--- src/rtl/msi_route_pkg.sv ---
package msi_route_pkg;

  localparam logic [3:0] TYPE_MSG32 = 4'hB;
  localparam logic [3:0] TYPE_MSG64 = 4'hF;

  localparam int QUEUE_W = 6;

  // Register regions selected by offset bits 15:13
  localparam logic [2:0] RGN_MAP = 3'd0;
  localparam logic [2:0] RGN_ACK = 3'd1;
  localparam logic [2:0] RGN_CFG = 3'd2;

  // Word selects inside the configuration region (offset bits 12:3)
  localparam logic [9:0] CFG_WIN32  = 10'd0;
  localparam logic [9:0] CFG_WIN64  = 10'd1;
  localparam logic [9:0] CFG_STATUS = 10'd2;

  localparam int BIT_ENABLE  = 63;
  localparam int BIT_PENDING = 62;

  typedef struct packed {
    logic               enable;
    logic               pending;
    logic [QUEUE_W-1:0] queue;
  } steer_ent_t;

endpackage

--- src/rtl/msi_addr_match.sv ---
module msi_addr_match
  import msi_route_pkg::*;
(
  input  logic [3:0]  req_type,
  input  logic [63:0] req_addr,
  input  logic [15:0] win32_base,
  input  logic [47:0] win64_base,
  output logic        is_msg
);

  logic hit32;
  logic hit64;

  always_comb begin
    hit32 = (req_type == TYPE_MSG32) &&
            (req_addr[63:32] == 32'd0) &&
            (req_addr[31:16] == win32_base);
    hit64 = (req_type == TYPE_MSG64) &&
            (req_addr[63:16] == win64_base);
    is_msg = hit32 | hit64;
  end

endmodule

--- src/rtl/msi_vec_table.sv ---
module msi_vec_table
  import msi_route_pkg::*;
#(
  parameter int NUM_VEC = 64,
  localparam int IDX_W  = (NUM_VEC > 1) ? $clog2(NUM_VEC) : 1
)(
  input  logic               clk,
  input  logic               rst_n,
  // software side
  input  logic               map_we,
  input  logic               ack_we,
  input  logic [IDX_W-1:0]   sw_idx,
  input  logic               sw_enable,
  input  logic               sw_ack,
  input  logic [QUEUE_W-1:0] sw_queue,
  output steer_ent_t         sw_entry,
  // delivery side
  input  logic [IDX_W-1:0]   lk_idx,
  input  logic               deliver,
  output steer_ent_t         lk_entry
);

  steer_ent_t ent_q [NUM_VEC];

  for (genvar gi = 0; gi < NUM_VEC; gi++) begin : g_ent
    steer_ent_t ent_d;
    logic       sw_sel;
    logic       lk_sel;

    always_comb begin
      sw_sel = (sw_idx == IDX_W'(gi));
      lk_sel = (lk_idx == IDX_W'(gi));
      ent_d  = ent_q[gi];
      if (map_we && sw_sel) begin
        ent_d.enable = sw_enable;
        ent_d.queue  = sw_queue;
      end
      // delivery takes priority over an acknowledge in the same cycle
      if (deliver && lk_sel) begin
        ent_d.pending = 1'b1;
      end else if (ack_we && sw_sel && sw_ack) begin
        ent_d.pending = 1'b0;
      end
    end

    always_ff @(posedge clk or negedge rst_n) begin
      if (!rst_n) begin
        ent_q[gi] <= '0;
      end else begin
        ent_q[gi] <= ent_d;
      end
    end
  end

  always_comb begin
    sw_entry = ent_q[sw_idx];
    lk_entry = ent_q[lk_idx];
  end

endmodule

--- src/rtl/msi_cfg_regs.sv ---
module msi_cfg_regs
  import msi_route_pkg::*;
#(
  parameter int NUM_VEC = 64,
  localparam int IDX_W  = (NUM_VEC > 1) ? $clog2(NUM_VEC) : 1
)(
  input  logic               clk,
  input  logic               rst_n,
  input  logic               reg_wr,
  input  logic [15:0]        reg_addr,
  input  logic [63:0]        reg_wdata,
  input  steer_ent_t         rd_entry,
  input  logic               drop_evt,
  output logic [63:0]        reg_rdata,
  output logic [15:0]        win32_base,
  output logic [47:0]        win64_base,
  output logic               map_we,
  output logic               ack_we,
  output logic [IDX_W-1:0]   sw_idx,
  output logic               drop_flag
);

  logic [2:0]  rgn;
  logic [9:0]  slot;
  logic        slot_ok;
  logic        win32_we;
  logic        win64_we;
  logic        stat_we;
  logic [15:0] win32_d;
  logic [47:0] win64_d;
  logic        drop_d;
  logic        unused_bits;

  always_comb begin
    rgn     = reg_addr[15:13];
    slot    = reg_addr[12:3];
    slot_ok = ({22'd0, slot} < NUM_VEC);
    sw_idx  = slot[IDX_W-1:0];

    map_we   = reg_wr && (rgn == RGN_MAP) && slot_ok;
    ack_we   = reg_wr && (rgn == RGN_ACK) && slot_ok;
    win32_we = reg_wr && (rgn == RGN_CFG) && (slot == CFG_WIN32);
    win64_we = reg_wr && (rgn == RGN_CFG) && (slot == CFG_WIN64);
    stat_we  = reg_wr && (rgn == RGN_CFG) && (slot == CFG_STATUS);

    win32_d = win32_we ? reg_wdata[31:16] : win32_base;
    win64_d = win64_we ? reg_wdata[63:16] : win64_base;

    // a new drop wins over a clear in the same cycle
    if (drop_evt) begin
      drop_d = 1'b1;
    end else if (stat_we && reg_wdata[0]) begin
      drop_d = 1'b0;
    end else begin
      drop_d = drop_flag;
    end

    reg_rdata = '0;
    unique case (rgn)
      RGN_MAP: begin
        if (slot_ok) begin
          reg_rdata[BIT_ENABLE]    = rd_entry.enable;
          reg_rdata[BIT_PENDING]   = rd_entry.pending;
          reg_rdata[QUEUE_W-1:0]   = rd_entry.queue;
        end
      end
      RGN_CFG: begin
        if (slot == CFG_WIN32)  reg_rdata[31:16] = win32_base;
        if (slot == CFG_WIN64)  reg_rdata[63:16] = win64_base;
        if (slot == CFG_STATUS) reg_rdata[0]     = drop_flag;
      end
      default: reg_rdata = '0;
    endcase

    unused_bits = ^reg_addr[2:0];
  end

  always_ff @(posedge clk or negedge rst_n) begin
    if (!rst_n) begin
      win32_base <= '0;
      win64_base <= '0;
      drop_flag  <= 1'b0;
    end else begin
      win32_base <= win32_d;
      win64_base <= win64_d;
      drop_flag  <= drop_d;
    end
  end

endmodule

--- src/rtl/msi_route_top.sv ---
module msi_route_top
  import msi_route_pkg::*;
#(
  parameter int NUM_VEC = 64
)(
  input  logic               clk,
  input  logic               rst_n,
  input  logic               req_valid,
  input  logic [3:0]         req_type,
  input  logic [63:0]        req_addr,
  input  logic [15:0]        req_data,
  input  logic               reg_wr,
  input  logic [15:0]        reg_addr,
  input  logic [63:0]        reg_wdata,
  output logic [63:0]        reg_rdata,
  output logic               qw_valid,
  output logic [QUEUE_W-1:0] qw_queue,
  output logic [15:0]        qw_vec,
  output logic               drop_flag
);

  localparam int IDX_W = (NUM_VEC > 1) ? $clog2(NUM_VEC) : 1;

  logic [15:0]        win32_base;
  logic [47:0]        win64_base;
  logic               map_we;
  logic               ack_we;
  logic [IDX_W-1:0]   sw_idx;
  steer_ent_t         sw_entry;
  steer_ent_t         lk_entry;
  logic               is_msg;
  logic               in_range;
  logic               deliver;
  logic               drop_evt;
  logic [IDX_W-1:0]   lk_idx;

  logic               qw_valid_d;
  logic [QUEUE_W-1:0] qw_queue_d;
  logic [15:0]        qw_vec_d;
  logic               qw_load;

  msi_addr_match u_match (
    .req_type   (req_type),
    .req_addr   (req_addr),
    .win32_base (win32_base),
    .win64_base (win64_base),
    .is_msg     (is_msg)
  );

  msi_cfg_regs #(.NUM_VEC(NUM_VEC)) u_cfg (
    .clk        (clk),
    .rst_n      (rst_n),
    .reg_wr     (reg_wr),
    .reg_addr   (reg_addr),
    .reg_wdata  (reg_wdata),
    .rd_entry   (sw_entry),
    .drop_evt   (drop_evt),
    .reg_rdata  (reg_rdata),
    .win32_base (win32_base),
    .win64_base (win64_base),
    .map_we     (map_we),
    .ack_we     (ack_we),
    .sw_idx     (sw_idx),
    .drop_flag  (drop_flag)
  );

  msi_vec_table #(.NUM_VEC(NUM_VEC)) u_table (
    .clk       (clk),
    .rst_n     (rst_n),
    .map_we    (map_we),
    .ack_we    (ack_we),
    .sw_idx    (sw_idx),
    .sw_enable (reg_wdata[BIT_ENABLE]),
    .sw_ack    (reg_wdata[BIT_PENDING]),
    .sw_queue  (reg_wdata[QUEUE_W-1:0]),
    .sw_entry  (sw_entry),
    .lk_idx    (lk_idx),
    .deliver   (deliver),
    .lk_entry  (lk_entry)
  );

  always_comb begin
    in_range = ({16'd0, req_data} < NUM_VEC);
    lk_idx   = req_data[IDX_W-1:0];
    deliver  = req_valid && is_msg && in_range &&
               lk_entry.enable && !lk_entry.pending;
    drop_evt = req_valid && is_msg && !deliver;

    qw_valid_d = deliver;
    qw_load    = deliver;
    qw_queue_d = qw_load ? lk_entry.queue : qw_queue;
    qw_vec_d   = qw_load ? req_data       : qw_vec;
  end

  always_ff @(posedge clk or negedge rst_n) begin
    if (!rst_n) begin
      qw_valid <= 1'b0;
      qw_queue <= '0;
      qw_vec   <= '0;
    end else begin
      qw_valid <= qw_valid_d;
      qw_queue <= qw_queue_d;
      qw_vec   <= qw_vec_d;
    end
  end

endmodule

--- config.mk ---
export PLATFORM = sky130hd
export DESIGN_NAME = msi_route_top
export DESIGN_NICKNAME = d
export VERILOG_FILES = /design/src/rtl/msi_route_pkg.sv /design/src/rtl/msi_addr_match.sv /design/src/rtl/msi_vec_table.sv /design/src/rtl/msi_cfg_regs.sv /design/src/rtl/msi_route_top.sv
export SDC_FILE = /design/constraint.sdc
export NUM_CORES = 1
export LEC_CHECK = 0
export BUFFER_PORTS_ARGS = -buffer_cell sky130_fd_sc_hd__buf_2
export CORE_ASPECT_RATIO = 0.9
export CORE_MARGIN = 4
export CORE_UTILIZATION = 44
export CTS_CLUSTER_SIZE = 20
export DETAILED_ROUTE_END_ITERATION = 7
export SLEW_MARGIN = 20
export SYNTH_ARGS = -nofsm -noshare
export SYNTH_HDL_FRONTEND = slang
export SYNTH_HIERARCHICAL = 1
export SYNTH_SLANG_ARGS = --single-unit
--- constraint.sdc ---
create_clock -name clk -period 3.7 [get_ports clk]
set_input_delay 0.74 -clock clk [delete_from_list [all_inputs] [get_ports clk]]
set_output_delay 0.74 -clock clk [all_outputs]
set_load 0.02 [all_outputs]
==> summary.md <==
| Metric | Value |
|---|---|
| Starting Density | 0.447 |
| Final Max Slew Viols | 0 |
| Sw Pwr | 0.00349 W |
| DRC viols | 0 |
| Syn Area/Cell | approximately 14 um^2 |
| CTS Buf Count | 68 |
| Finish-stage setup viols | 5 |
| Worst hold-check path type | in -> async |
| Tmin final | 3750 ps |
| Area grow syn2layout | 19.8% |
| Comb pwr share | 0.078 |
| DP Worst Slack | -372 ps |
| IO buf count | 216 |
| Vias | 22500 |
| Worst VDD drop | 0.000324 V |
| Hold-fix buffers, CTS | 0 |
| Commonest non-fill, non-tap cell in the layout | dfrtp_1 |
| Status | complete, but fails checks |
| Global-route wire length before repair | 158000 um |
| Final hold vios | 0 |
| Worst skew pair latency | approximately 630 ps |
| Crit path kind | in -> out |
| Commonest cells after routing, fill and taps aside | dfrtp_1 (600), mux2_2 (486), mux4_2 (256), buf_2 (204), buf_4 (162) |
| Sequential area share after synthesis | 0.466 |
| Mean number of vias per cell | 6.27 |
| CP required | 2960 ps |
| Failing checks | setup timing |
| All-Layer GR Usage | 0.271 |
| Total power | 0.0145 W |
| Grt ovf | 0 |
| Relative slew slack | 0.300 |
| Number of nets in the final layout | around 2800 |
| Internal power | ~0.011 W |
| DP Wirelength | roughly 75000 um |
| CTS tree | yes |
| Fin Clk Skew | between 30 and 40 ps |
| Clock Sinks | 600 |
| Fillers | 5903 |
| Flop pwr share | 0.454 |
| CTS root buffer | clkbuf_16 |
| RSZ-0062 raised after global routing | yes |
| Crit end category | output port |
| H-tree depth | 3 |
| Initial DRC Count | approximately 2000 |
| Cells after Synth | 2275 |
| Row Count | 93 |
| Worst EP arrival | 3010 ps |
| Mapped Area | 32200 um^2 |
| Largest net degree at the start of global routing | between 80 and 90 |
| Drt first pass iters | 5 |
| Max Clock Freq | around 270 MHz |
| Routed WL | 105000 um |
| Initial antenna violation count | 1 |
| YS warnings | 6 |
| Library cells used by synthesis | 52 |
| Max-cap violation count | 0 |
| Setup ws final | -49.7 ps |
| # IOs | about 260 |
| Die Span Y | 265 um |
| Clock-pin slew on the worst setup and hold paths | approximately 60 ps |
| GP Congestion | 1.01 |
| Die width | approximately 290 um |
| Setup TNS Final | -159 ps |
| DIE AREA | between 70000 and 80000 um^2 |
| DR WL/cell | 29.3 um |
| Switch share | 0.240 |
| Clock power frac | 0.468 |
| Tcrit/Tclk final | 1.01 |
| Detail Route Antenna Nets | 0 |
| Worst Max-Slew Pin Slew | 1050 ps |
| LEAKAGE | 17.8 nW |
| Clk buf depth | 3 |
| Worst Path Max Fanout | 7 |
| Synthesized flop and latch total | 600 |
| Nature of the critical path startpoint | primary input |
| Number of global-route vias before repair | 23700 |
| Power Density | between 300 and 400 nW/um^2 |
| Core area | 72000 um^2 |
| Share of cells above drive strength 1 | 0.534 |
## metal layers
metal  wire length, um  vias to the layer above  global-route usage
met5                 0                        -                   0
met3              8430                      173              0.0600
met1             43700                    12000               0.371
li1                  -                     9388                   -
met2             50000                     1027               0.436
met4              3330                        0              0.0808
## cell type report
cell class	count	area (um^2)	share of cell area
Antenna cell	2	5.00	0.000130
Clock buffer	102	2080	0.0540
Clock inverter	18	173	0.00447
Inverter	2	10.0	0.000259
Multi-Input combinational cell	1483	16500	0.428
Sequential cell	600	15000	0.389
Tap cell	950	1190	0.0308
Timing Repair Buffer	436	3590	0.0929
## worst paths after layout
kind | slack [ps] | cells past startpoint | startpoint | endpoint
setup / recovery | -50 | 11 | reg_addr[3] | reg_rdata[2]
hold / removal | 120 | 1 | rst_n | u_cfg/win64_base[39]$_DFFE_PN0P_
setup reg to reg | 330 | 10 | u_table/ent_q[166]$_DFFE_PN0P_ | u_table/ent_q[414]$_DFFE_PN0P_
hold reg to reg | 480 | 1 | qw_vec[15]$_DFFE_PN0P_ | qw_vec[15]$_DFFE_PN0P_
max in group asynchronous | 2440 | 2 | rst_n | u_table/ent_q[16]$_DFFE_PN0P_
min in group clk | 360 | 2 | reg_wdata[44] | u_cfg/win64_base[28]$_DFFE_PN0P_
## stage by stage
stage          std cells  utilization  hold slack, ps  area, um^2
2_1_floorplan       2284            -             444       32400
3_3_place_gp        3449        0.493             464       35500
3_5_place_dp        3449        0.493             466       35500
4_1_cts             3584        0.533             134       38400
5_1_grt             3591        0.536             154       38600
6_report            3593        0.536             123       38600
## logic make-up after synthesis
family / Yosys count / synth area share
multiplexers: 796 / 0.368
flip-flops: 600 / 0.466
buffers and inverters: 201 / 0.0318
AO/OA/AOI/OAI: 325 / 0.0610
XOR/XNOR: 64 / 0.0174
AND/OR/NAND/NOR: 288 / 0.0552
other: 1 / 0.000116
## what timing repair did
item	CTS	global route
setup endpoints to repair	8	8
endpoints found under the hold margin	0	0
pin swaps	14	11
buffers inserted	10	10
resized for setup	74	27
gates cloned	8	1
## power by group through the flow
stage / Sequential (W) / Combinational [W] / Clock (W)
after floorplan: 0.00670 / 0.000490 / 0
after global placement: 0.00670 / 0.00104 / 0
after detailed placement: 0.00670 / 0.00105 / 0
after CTS: 0.00658 / 0.00112 / 0.00696
after global routing: 0.00658 / 0.00120 / 0.00723
final: 0.00659 / 0.00113 / 0.00680
## cell usage after synthesis (all sizes together)
cell / instances / share of area
a21o: 1 / 0.00023
a21oi: 64 / 0.0099
a22o: 3 / 0.00082
a22oi: 128 / 0.030
a41o: 1 / 0.00031
and2: 51 / 0.0099
and2b: 1 / 0.00023
and3: 1 / 0.00019
buf: 93 / 0.019
clkbuf: 106 / 0.012
conb: 1 / 0.00012
dfrtp: 600 / 0.47
inv: 2 / 0.00023
mux2: 524 / 0.18
mux2i: 16 / 0.0050
mux4: 256 / 0.18
nand2: 74 / 0.0092
nand2b: 8 / 0.0016
nand3: 16 / 0.0025
nand3b: 2 / 0.00047
nand4: 11 / 0.0028
nor2: 49 / 0.0091
nor2b: 9 / 0.0017
nor3: 6 / 0.0011
nor4: 27 / 0.0077
nor4b: 1 / 0.00074
o21ai: 128 / 0.020
or2: 3 / 0.00058
or3: 1 / 0.00019
or3b: 3 / 0.00082
or4: 21 / 0.0051
or4b: 2 / 0.00062
or4bb: 2 / 0.00070
xnor2: 26 / 0.0071
xor2: 38 / 0.010
## sequential cells by signal, summed over array words and instances (netlist names)
register	count
qw_valid	1
qw_queue	6
u_cfg/win64_base	48
u_cfg/win32_base	16
u_cfg/drop_flag	1
qw_vec	16
u_table/ent_q	512
## worst max-delay path, stage by stage
cell	delay, ps
buf_16	160
buf_16	170
buf_12	130
buf_12	100
buf_6	80
mux4_2	490
a22oi_2	170
a21oi_1	100
or4_1	500
and2_4	180
buf_6	130
Power figures use the tool's default switching activity.
